File: src/rtl/ddr_seq_pkg.sv
package ddr_seq_pkg;

  // {cs_n, ras_n, cas_n, we_n}
  typedef enum logic [3:0] {
    CMD_MRS = 4'b0000,
    CMD_REF = 4'b0001,
    CMD_PRE = 4'b0010,
    CMD_ACT = 4'b0011,
    CMD_WR  = 4'b0100,
    CMD_RD  = 4'b0101,
    CMD_NOP = 4'b0111
  } ddr_cmd_e;

  typedef enum logic [3:0] {
    ST_PWR, ST_EMRS, ST_MRS1, ST_REF1, ST_REF2, ST_MRS2,
    ST_IDLE, ST_REF, ST_ACT, ST_COL
  } seq_state_e;

  function automatic logic [2:0] burst_code(input int bl);
    case (bl)
      2:       return 3'd1;
      8:       return 3'd3;
      default: return 3'd2;
    endcase
  endfunction

  // latency given in half cycles
  function automatic logic [2:0] latency_code(input int half_cycles);
    case (half_cycles)
      4:       return 3'b010;
      5:       return 3'b110;
      8:       return 3'b100;
      default: return 3'b011;
    endcase
  endfunction

endpackage

File: src/rtl/ddr_bank_table.sv
module ddr_bank_table #(
  parameter int BA_W  = 2,
  parameter int ROW_W = 12,
  localparam int BANKS = 2 ** BA_W
) (
  input  logic             clk,
  input  logic             rst_n,
  input  logic             act_en,
  input  logic [BA_W-1:0]  act_bank,
  input  logic [ROW_W-1:0] act_row,
  input  logic             cls_en,
  input  logic [BA_W-1:0]  cls_bank,
  input  logic             cls_all,
  input  logic [BA_W-1:0]  q_bank,
  output logic             q_open,
  output logic [ROW_W-1:0] q_row,
  output logic             any_open
);
  logic [BANKS-1:0] open_v;
  logic [ROW_W-1:0] rows [BANKS];

  for (genvar b = 0; b < BANKS; b++) begin : g_bank
    always_ff @(posedge clk or negedge rst_n) begin
      if (!rst_n) begin
        open_v[b] <= 1'b0;
        rows[b]   <= '0;
      end else if (cls_all) begin
        open_v[b] <= 1'b0;
      end else if (act_en && act_bank == BA_W'(b)) begin
        open_v[b] <= 1'b1;
        rows[b]   <= act_row;
      end else if (cls_en && cls_bank == BA_W'(b)) begin
        open_v[b] <= 1'b0;
      end
    end
  end

  assign q_open   = open_v[q_bank];
  assign q_row    = rows[q_bank];
  assign any_open = |open_v;
endmodule

File: src/rtl/ddr_refresh_timer.sv
module ddr_refresh_timer #(
  parameter int INTERVAL = 3906,
  localparam int RW = $clog2(INTERVAL + 1)
) (
  input  logic clk,
  input  logic rst_n,
  input  logic run,
  input  logic ack,
  output logic pending
);
  logic [RW-1:0] cnt;
  logic          wrap;

  assign wrap = run && (cnt == RW'(INTERVAL - 1));

  always_ff @(posedge clk or negedge rst_n) begin
    if (!rst_n) begin
      cnt     <= '0;
      pending <= 1'b0;
    end else begin
      if (!run || wrap) cnt <= '0;
      else              cnt <= cnt + 1'b1;
      if (wrap)     pending <= 1'b1;
      else if (ack) pending <= 1'b0;
    end
  end
endmodule

File: src/rtl/ddr_data_due.sv
module ddr_data_due #(
  parameter int LAT   = 2,
  parameter int BEATS = 2,
  localparam int BW = $clog2(BEATS + 1)
) (
  input  logic clk,
  input  logic rst_n,
  input  logic issue,
  output logic due
);
  logic [LAT-1:0] pipe;
  logic [BW-1:0]  beats_left;

  if (LAT == 1) begin : g_one
    always_ff @(posedge clk or negedge rst_n) begin
      if (!rst_n) pipe <= '0;
      else        pipe <= issue;
    end
  end else begin : g_many
    always_ff @(posedge clk or negedge rst_n) begin
      if (!rst_n) pipe <= '0;
      else        pipe <= {pipe[LAT-2:0], issue};
    end
  end

  always_ff @(posedge clk or negedge rst_n) begin
    if (!rst_n)                 beats_left <= '0;
    else if (pipe[LAT-1])       beats_left <= BW'(BEATS);
    else if (beats_left != '0)  beats_left <= beats_left - 1'b1;
  end

  assign due = (beats_left != '0);
endmodule

File: src/rtl/ddr_cmd_seq.sv
module ddr_cmd_seq
  import ddr_seq_pkg::*;
#(
  parameter int DQ_WIDTH  = 32,
  parameter int ROW_W     = 12,
  parameter int BA_W      = 2,
  parameter int CLK_MHZ   = 250,
  parameter int REF_MS    = 64,
  parameter int T_PWRUP   = 50000,
  parameter int T_RP      = 5,
  parameter int T_RCD     = 5,
  parameter int T_RFC     = 18,
  parameter int T_MRD     = 2,
  parameter int CAS_X2    = 6,
  parameter int BURST_LEN = 4,
  parameter bit BURST_IL  = 1'b0,
  localparam int COL_W    = (DQ_WIDTH == 32) ? 8 : 9
) (
  input  logic             clk,
  input  logic             rst_n,
  input  logic             req_valid,
  output logic             req_ready,
  input  logic             req_write,
  input  logic             req_autopre,
  input  logic [BA_W-1:0]  req_bank,
  input  logic [ROW_W-1:0] req_row,
  input  logic [COL_W-1:0] req_col,
  output logic             ddr_cs_n,
  output logic             ddr_ras_n,
  output logic             ddr_cas_n,
  output logic             ddr_we_n,
  output logic [BA_W-1:0]  ddr_ba,
  output logic [ROW_W-1:0] ddr_addr,
  output logic             rd_valid,
  output logic             rd_half,
  output logic             wr_valid
);
  localparam int AP_BIT  = (DQ_WIDTH == 32) ? 8 : 10;
  localparam int DLL_BIT = 8;
  localparam int ROWS    = 2 ** ROW_W;
  localparam int T_REFI  = CLK_MHZ * 1000 * REF_MS / ROWS;
  localparam int BEATS   = BURST_LEN / 2;
  localparam int CL_INT  = CAS_X2 / 2;
  localparam int CW      = $clog2(T_PWRUP + T_RFC + T_RP + T_RCD + T_MRD + BEATS + 1);
  localparam logic [ROW_W-1:0] MODE_WORD =
    ROW_W'({latency_code(CAS_X2), BURST_IL, burst_code(BURST_LEN)});

  seq_state_e state, n_state;
  logic [CW-1:0] wait_cnt, n_wait;
  ddr_cmd_e cmd_q, n_cmd;
  logic [BA_W-1:0]  ba_q, n_ba;
  logic [ROW_W-1:0] addr_q, n_addr;
  logic init_done, done_set;

  logic             lat_write, lat_ap;
  logic [BA_W-1:0]  lat_bank;
  logic [ROW_W-1:0] lat_row;
  logic [COL_W-1:0] lat_col;

  logic             cur_write, cur_ap;
  logic [BA_W-1:0]  cur_bank;
  logic [ROW_W-1:0] cur_row;
  logic [COL_W-1:0] cur_col;

  logic fire, act_en, cls_en, cls_all, ref_ack, ref_pend;
  logic q_open, any_open, row_hit;
  logic [ROW_W-1:0] q_row;

  // request currently being worked on: fresh in idle, latched otherwise
  always_comb begin
    if (state == ST_IDLE) begin
      cur_write = req_write;  cur_ap  = req_autopre;
      cur_bank  = req_bank;   cur_row = req_row;   cur_col = req_col;
    end else begin
      cur_write = lat_write;  cur_ap  = lat_ap;
      cur_bank  = lat_bank;   cur_row = lat_row;   cur_col = lat_col;
    end
  end

  ddr_bank_table #(.BA_W(BA_W), .ROW_W(ROW_W)) u_banks (
    .clk(clk), .rst_n(rst_n),
    .act_en(act_en), .act_bank(cur_bank), .act_row(cur_row),
    .cls_en(cls_en), .cls_bank(cur_bank), .cls_all(cls_all),
    .q_bank(cur_bank), .q_open(q_open), .q_row(q_row), .any_open(any_open)
  );

  ddr_refresh_timer #(.INTERVAL(T_REFI)) u_refresh (
    .clk(clk), .rst_n(rst_n), .run(init_done), .ack(ref_ack), .pending(ref_pend)
  );

  assign row_hit   = q_open && (q_row == cur_row);
  assign req_ready = (state == ST_IDLE) && (wait_cnt == '0) && !ref_pend;

  always_comb begin
    n_cmd    = CMD_NOP;
    n_ba     = '0;
    n_addr   = '0;
    n_state  = state;
    n_wait   = wait_cnt;
    act_en   = 1'b0;
    cls_en   = 1'b0;
    cls_all  = 1'b0;
    ref_ack  = 1'b0;
    done_set = 1'b0;
    fire     = 1'b0;
    if (wait_cnt != '0) begin
      n_wait = wait_cnt - 1'b1;
    end else begin
      case (state)
        ST_PWR: begin
          n_cmd = CMD_PRE;  n_addr[AP_BIT] = 1'b1;  cls_all = 1'b1;
          n_wait = CW'(T_RP - 1);  n_state = ST_EMRS;
        end
        ST_EMRS: begin
          n_cmd = CMD_MRS;  n_ba = BA_W'(1);
          n_wait = CW'(T_MRD - 1);  n_state = ST_MRS1;
        end
        ST_MRS1: begin
          n_cmd = CMD_MRS;  n_addr = MODE_WORD;  n_addr[DLL_BIT] = 1'b1;
          n_wait = CW'(T_MRD - 1);  n_state = ST_REF1;
        end
        ST_REF1: begin
          n_cmd = CMD_REF;  n_wait = CW'(T_RFC - 1);  n_state = ST_REF2;
        end
        ST_REF2: begin
          n_cmd = CMD_REF;  n_wait = CW'(T_RFC - 1);  n_state = ST_MRS2;
        end
        ST_MRS2: begin
          n_cmd = CMD_MRS;  n_addr = MODE_WORD;  done_set = 1'b1;
          n_wait = CW'(T_MRD - 1);  n_state = ST_IDLE;
        end
        ST_IDLE: begin
          if (ref_pend) begin
            if (any_open) begin
              n_cmd = CMD_PRE;  n_addr[AP_BIT] = 1'b1;  cls_all = 1'b1;
              n_wait = CW'(T_RP - 1);  n_state = ST_REF;
            end else begin
              n_cmd = CMD_REF;  ref_ack = 1'b1;
              n_wait = CW'(T_RFC - 1);
            end
          end else if (req_valid) begin
            fire = 1'b1;
            if (row_hit) begin
              n_cmd  = cur_write ? CMD_WR : CMD_RD;
              n_ba   = cur_bank;
              n_addr = ROW_W'(cur_col);
              if (cur_ap) begin
                n_addr[AP_BIT] = 1'b1;  cls_en = 1'b1;
                n_wait = CW'(BEATS + T_RP - 1);
              end else begin
                n_wait = CW'(BEATS - 1);
              end
            end else if (q_open) begin
              n_cmd = CMD_PRE;  n_ba = cur_bank;  cls_en = 1'b1;
              n_wait = CW'(T_RP - 1);  n_state = ST_ACT;
            end else begin
              n_cmd = CMD_ACT;  n_ba = cur_bank;  n_addr = cur_row;  act_en = 1'b1;
              n_wait = CW'(T_RCD - 1);  n_state = ST_COL;
            end
          end
        end
        ST_REF: begin
          n_cmd = CMD_REF;  ref_ack = 1'b1;
          n_wait = CW'(T_RFC - 1);  n_state = ST_IDLE;
        end
        ST_ACT: begin
          n_cmd = CMD_ACT;  n_ba = cur_bank;  n_addr = cur_row;  act_en = 1'b1;
          n_wait = CW'(T_RCD - 1);  n_state = ST_COL;
        end
        ST_COL: begin
          n_cmd  = cur_write ? CMD_WR : CMD_RD;
          n_ba   = cur_bank;
          n_addr = ROW_W'(cur_col);
          n_state = ST_IDLE;
          if (cur_ap) begin
            n_addr[AP_BIT] = 1'b1;  cls_en = 1'b1;
            n_wait = CW'(BEATS + T_RP - 1);
          end else begin
            n_wait = CW'(BEATS - 1);
          end
        end
        default: n_state = ST_IDLE;
      endcase
    end
  end

  always_ff @(posedge clk or negedge rst_n) begin
    if (!rst_n) begin
      state     <= ST_PWR;
      wait_cnt  <= CW'(T_PWRUP);
      cmd_q     <= CMD_NOP;
      ba_q      <= '0;
      addr_q    <= '0;
      init_done <= 1'b0;
      lat_write <= 1'b0;
      lat_ap    <= 1'b0;
      lat_bank  <= '0;
      lat_row   <= '0;
      lat_col   <= '0;
    end else begin
      state    <= n_state;
      wait_cnt <= n_wait;
      cmd_q    <= n_cmd;
      ba_q     <= n_ba;
      addr_q   <= n_addr;
      if (done_set) init_done <= 1'b1;
      if (fire) begin
        lat_write <= req_write;
        lat_ap    <= req_autopre;
        lat_bank  <= req_bank;
        lat_row   <= req_row;
        lat_col   <= req_col;
      end
    end
  end

  ddr_data_due #(.LAT(CL_INT), .BEATS(BEATS)) u_rd_due (
    .clk(clk), .rst_n(rst_n), .issue(n_cmd == CMD_RD), .due(rd_valid)
  );

  ddr_data_due #(.LAT(1), .BEATS(BEATS)) u_wr_due (
    .clk(clk), .rst_n(rst_n), .issue(n_cmd == CMD_WR), .due(wr_valid)
  );

  assign {ddr_cs_n, ddr_ras_n, ddr_cas_n, ddr_we_n} = cmd_q;
  assign ddr_ba   = ba_q;
  assign ddr_addr = addr_q;
  assign rd_half  = CAS_X2[0];
endmodule

File: config.mk
export PLATFORM = sky130hd
export DESIGN_NAME = ddr_cmd_seq
export DESIGN_NICKNAME = d
export VERILOG_FILES = /design/src/rtl/ddr_seq_pkg.sv /design/src/rtl/ddr_bank_table.sv /design/src/rtl/ddr_refresh_timer.sv /design/src/rtl/ddr_data_due.sv /design/src/rtl/ddr_cmd_seq.sv
export SDC_FILE = /design/constraint.sdc
export NUM_CORES = 1
export LEC_CHECK = 0
export ABC_AREA = 1
export CAP_MARGIN = 20
export CORE_ASPECT_RATIO = 0.6
export CORE_MARGIN = 2
export CORE_UTILIZATION = 64
export CTS_CLUSTER_SIZE = 25
export DETAILED_ROUTE_END_ITERATION = 12
export PLACE_DENSITY = 0.93
export SYNTH_ARGS = -nofsm -noshare
export SYNTH_HDL_FRONTEND = slang
export SYNTH_SLANG_ARGS = --single-unit
File: constraint.sdc
create_clock -name clk -period 4.8 [get_ports clk]
set_input_delay 1.2 -clock clk [delete_from_list [all_inputs] [get_ports clk]]
set_output_delay 1.2 -clock clk [all_outputs]
set_load 0.01 [all_outputs]
* Word-level counts from Yosys, hierarchy flattened *
Index checks and enable logic that the tools add are counted.

operators by class
  equality and inequality tests = 20
  order comparisons = 2
  muxes and demuxes = 91
  bitwise logic cells = 3
  add/subtract/negate cells = 4
  reduce and logical (&&, ||, !) cells = 42

operators with widths
  cell                                                  number
  2-to-1 mux 12 bit                                     8
  one-hot mux 16 bit (5 select lines)                   1
  2-to-1 mux 16 bit                                     4
  2-to-1 mux 1 bit                                      44
  one-hot mux 8 bit (4 select lines)                    1
  one-hot mux 4 bit (7 select lines)                    1
  binary-select mux 12 bit (select 2 bit)               1
  equality test 4 x 3 -> 1 bit (second input constant)  6
  2-to-1 mux 4 bit                                      6
  one-hot mux 4 bit (6 select lines)                    1
  2-to-1 mux 2 bit                                      9
  zero test 16 bit                                      1
  2-to-1 mux 8 bit                                      2
  nonzero test 16 bit                                   1
  subtractor 16 x 1 -> 16 bit (second input constant)   1
  adder 12 x 1 -> 12 bit (second input constant)        1
  equality test 12 bit                                  1
  equality test 12 bit (second input constant)          1
  logical AND 1 bit                                     12
  2-to-1 mux 3 bit                                      4
  nonzero test 3 bit                                    4
  AND reduction 2 bit                                   5
  nonzero test 2 bit                                    5
  equality test 4 x 2 -> 1 bit (second input constant)  2
  other kinds (27)                                      40

word-level totals
  word-level logic and storage cells = 187
  flip-flop bits (word level) = 136

* Logic depth before layout (Yosys ltp) *
  depth in word-level cells = 17
  depth in mapped cells = 22
  mapped depth without buffers = 21

* Cells and area by module *
Synthesis repeated with hierarchy kept, for this count alone.

unflattened totals
  cell total of the unflattened synthesis = 1076
  area, all modules = 7832.5 µm²

modules (own cells, without submodules)
  module                   cells an instance  area each (µm²)  instances
  ddr_cmd_seq              573                4025.1           1
  ddr_bank_table           380                2750.1           1
  ddr_refresh_timer        91                 742.0            1
  ddr_data_due (u_rd_due)  17                 182.7            1
  ddr_data_due (u_wr_due)  15                 132.6            1

* Worst setup path before layout *
OpenSTA, ideal clock, no wires.

  path kind = input to register
  start point = input req_bank[0]
  end point = register state[1]
  library setup time = 0.117 ns
  setup slack = 1.960 ns
  data arrival time = 2.722 ns
  cell stages on the path = 20
  path through = inv_1 > nand3_2 > nand2_2 > buf_6 > buf_8 > nand2_1 > nand2_1 > nand2_2 > nand2_2 > nand2_1 > nand2_1 > nand3_2 > nor2_4 > nand2_4 > clkinv_2 > nand2_4 > nand2_2 > nand2_1 > o21ai_1 > inv_1

on the way
  word-level cells in the longest chain between the ends = 9
  elaborated cells between the ends (all ways) = 11

ends and longest elaborated chain
  item                                                  RTL line              text
  start: declaration                                    ddr_cmd_seq.sv:25     input logic [BA_W-1:0] req_bank,
  2-to-1 mux 2 bit *                                    ddr_cmd_seq.sv:71     if (state == ST_IDLE) begin
  inverter 2 -> 3 bit (implied by the code)             ddr_bank_table.sv:39  assign q_row = rows[q_bank];
  binary-select mux 12 bit (select 2 bit)               ddr_bank_table.sv:39
  2-to-1 mux 12 bit (implied by the code) (2 in a row)  ddr_bank_table.sv:39
  equality test 12 bit                                  ddr_cmd_seq.sv:91     assign row_hit = q_open && (q_row == cur_row);
  logical AND 1 bit *                                   ddr_cmd_seq.sv:91
  != test 3 x 2 -> 1 bit (no line) *                    --
  AND reduction 4 bit (no line) *                       --
  end signal: assignment                                ddr_cmd_seq.sv:201    state <= n_state;
  end: declaration                                      ddr_cmd_seq.sv:48     seq_state_e state, n_state;

Mark *: on every way between the ends. The rest lies on a longest branch, timed or not. The select of a mux whose other input is x is not followed.
A chain may end at the register's enable or synchronous reset.

* Worst setup path after layout *
  start point = register wait_cnt[7]
  end point = output req_ready

on the way
  word-level cells in the longest chain between the ends = 3

ends and longest elaborated chain
  item                            RTL line            text
  start: declaration              ddr_cmd_seq.sv:49   logic [CW-1:0] wait_cnt, n_wait;
  start signal: assignment        ddr_cmd_seq.sv:190  wait_cnt <= CW'(T_PWRUP);
  start signal: assignment        ddr_cmd_seq.sv:202  wait_cnt <= n_wait;
  zero test 16 bit                ddr_cmd_seq.sv:92   assign req_ready = (state == ST_IDLE) && (wait_cnt == '0) && !ref_pend;
  logical AND 1 bit (2 in a row)  ddr_cmd_seq.sv:92
  end: declaration                ddr_cmd_seq.sv:22   output logic req_ready,

Every way passes these cells.

==> out/qor.yml <==
clock_path_buffers: 2
drc: 0
p_leak_nw: 4.07
htreeDepth: 4
synth-seq-cells: 135
ys.warnings.count: 0
dp_hpwl_um: 13800
worst-endpoint-required_ps: 3600
max_freq_ghz: 0.259
first_pass_iters: 6
cts_setup_buffers: 0
grt_max_degree: 74
cts-root-buf: "clkbuf_16"
start_util_pct: 65.2
dp.cells: 1135
synth_top_family_by_area: "simple AND/OR/NAND/NOR gates"
drive_above_1_share_pct: 9.39
rsz0062_at_grt: "false"
skew_ps: 15.5
slew_violations: 0
hold_path.class: "flop to flop"
num_vias: 6792
irDropWorstVdd_v: 0.000256
hold_ws_ps: 366
clk_pin_slew_ps: 60
relSlewSlack_pct: 38.7
grt_pass1_wl_um: 31300
powerDensity_nw_per_um2: 379
synthSimpleGateAreaFrac_pct: 30.2
hold_buffers: 0
gp_congestion: 0.984
die_area_um2: 12300
tightest_slew_ps: 913
post-route-period-util_pct: 80.4
grt_remaining_overflow: 0
tritoncts: "done"
grtUsageTotal_pct: 33.2
wirelength_um: 19300
wl_per_cell_um: 16.5
fp.dieW_um: 142
cp-start-kind: "flop"
insertion_delay_ps: 430
status: "complete, no violations"
setup-violations-final: 0
avgSynthCellArea_um2: 7.57
drt_iter0_drc: 908
synth-seq-area-share_pct: 46.4
synthArstFlopShare_pct: 100
cp.arrival_ps: 2660
fin_crit_ps: 3860
clkSinkCount: 135
tns_ps: 0
drv_cap: 0
design.final.nets: 1042
synth-edff-count: 0
syn_area_um2: 7310
cts_made_buffers: 17
port_buffers: 46
routed_via_density: 5.83
cts_resized: 0
ios: 49
rows: 30
core_area_um2: 11200
synth.distinct_cells: 48
crit_fanout: 8
dieHeight_um: 86.8
crit_type: "flop to primary output"
synth-xor-area-share_pct: 0.479
yosys.area_share.adder_pct: 0.856
synth.mux.area_fraction_pct: 1.06
hold_viol: 0
synth_compound_gate_area_share_pct: 12.6
synthCells: 966
grt_pass1_vias: 6118
synth_ff_type: "dfrtp_1"
power_mw: 3.18
drt.antenna.violating_nets: 0
n_antenna_cell: 0
fin_cells: 1166
area_growth_pct: 14.6
crit_path_end_kind: "primary output"
antenna_found_initial: 0
[path summary, 6_finish.rpt]
| path | start | to | slack [ps] | depth (start not counted) |
|---|---|---|---|---|
| max | wait_cnt[7]$_DFFE_PN0P_ | req_ready | 940 | 6 |
| min | u_rd_due.pipe[0]$_DFF_PN0_ | u_rd_due.pipe[1]$_DFF_PN0_ | 370 | 0 |
| max reg2reg | state[3]$_DFFE_PN0P_ | u_banks.rows[2]$_DFFE_PN0P_ | 1460 | 15 |
| min reg2reg | u_rd_due.pipe[0]$_DFF_PN0_ | u_rd_due.pipe[1]$_DFF_PN0_ | 370 | 0 |
| max in group asynchronous | rst_n | u_banks.rows[31]$_DFFE_PN0P_ | 3110 | 2 |
| min in group asynchronous | rst_n | u_refresh.cnt[6]$_DFF_PN0_ | 780 | 1 |
[synthesized netlist by cell type, types with 3 or more instances]
cell type	number	area, um^2
buf_4	4	30.0
o21ai_1	10	50.1
nor2_1	87	327
nand2_2	14	87.6
nand2_1	298	1120
a211oi_1	3	22.5
nor4_1	7	43.8
o22ai_1	11	68.8
buf_6	6	67.6
inv_2	6	22.5
ha_1	5	62.6
nor3_1	16	80.1
buf_2	4	20.0
nor3b_1	4	30.0
mux2_2	6	67.6
dfrtp_1	126	3150
or2_2	3	18.8
inv_1	107	402
nand3_1	48	240
nand4_1	5	31.3
clkbuf_1	13	48.8
o21ai_0	105	526
a21oi_1	28	140
nand3_2	5	50.1
xor2_1	3	26.3
nand2_4	5	56.3
dfstp_2	9	236
[registers in the layout, summed over array words and instances (netlist names), 2 cells and up]
signal	flops
u_refresh.cnt	12
lat_row	12
u_banks.rows	48
wait_cnt	16
u_rd_due.beats_left	2
ddr_ba	2
ddr_addr	12
cmd_q	3
u_banks.open_v	4
state	4
u_rd_due.pipe	3
lat_col	8
u_wr_due.beats_left	2
lat_bank	2
[cell usage in the layout, fill, tap and decap left out, types with 2 or more instances in the layout]
| cell | instances |
|---|---|
| xor2_1 | 3 |
| nand2_2 | 14 |
| nor3_1 | 16 |
| ha_1 | 5 |
| dfrtp_1 | 126 |
| nand2_4 | 5 |
| or2_2 | 3 |
| nor2_8 | 2 |
| nor2_1 | 87 |
| inv_2 | 6 |
| o21a_1 | 2 |
| o21ai_1 | 10 |
| nor3b_1 | 4 |
| a211oi_1 | 3 |
| o22ai_1 | 11 |
| clkbuf_16 | 17 |
| a21oi_1 | 28 |
| o21ai_0 | 105 |
| inv_1 | 107 |
| buf_4 | 6 |
| clkinv_2 | 6 |
| nor4_1 | 7 |
| nand3_1 | 48 |
| nor3_2 | 2 |
| a221oi_1 | 2 |
| a2111oi_0 | 2 |
| a31oi_1 | 2 |
| conb_1 | 2 |
| nand4_1 | 5 |
| mux2_2 | 6 |
| bufinv_16 | 2 |
| nand2_1 | 298 |
| nor2_4 | 2 |
| clkinvlp_4 | 4 |
| clkdlybuf4s50_1 | 45 |
| nand3_2 | 5 |
| dfstp_2 | 9 |
[metrics by stage]
step,util [%],cell area (um^2),setup slack (ps)
after floorplan,-,7320,1960
after global placement,69.7,7820,819
after detailed placement,69.7,7820,735
after CTS,74.7,8380,1010
after global routing,74.7,8380,761
final,74.7,8380,938
[critical path, cell delays in order (launching register included)]
cell	delay [ps]
dfrtp_1	410
nor2_1	140
nand2_1	150
nor4_1	420
nand2_1	340
nor2_1	210
clkdlybuf4s50_1	560
[where the power goes]
| part | internal, mW | switching, mW | total, mW |
|---|---|---|---|
| sequential | 1.24 | 0.0783 | 1.31 |
| combinational | 0.197 | 0.407 | 0.604 |
| clock | 0.757 | 0.501 | 1.26 |
| total | 2.19 | 0.986 | 3.18 |
[kinds of logic after synthesis]
logic type	count (synthesis)
and+or+nand+nor	501
AOI/OAI and AO/OA	170
buffers and inverters	143
DFF	135
muxes	7
adders and majority gates	5
xor gates and xnor gates	4
other	1
[final cells by class]
type | instances | area (um^2)
Timing Repair Buffer | 52 | 507
Fill cell | 774 | 2840
Tap cell | 144 | 180
Clock inverter | 13 | 133
Inverter | 115 | 433
Sequential cell | 135 | 3390
Clock buffer | 18 | 429
Multi-Input combinational cell | 689 | 3310
[per-layer routing]
| layer | global-route usage (%) | wire (um) |
|---|---|---|
| met3 | 12.8 | 2800 |
| met1 | 48.7 | 8170 |
| met2 | 45.8 | 8010 |
| met4 | 9.55 | 297 |
| met5 | 0 | 0 |
Power figures use the tool's default switching activity.
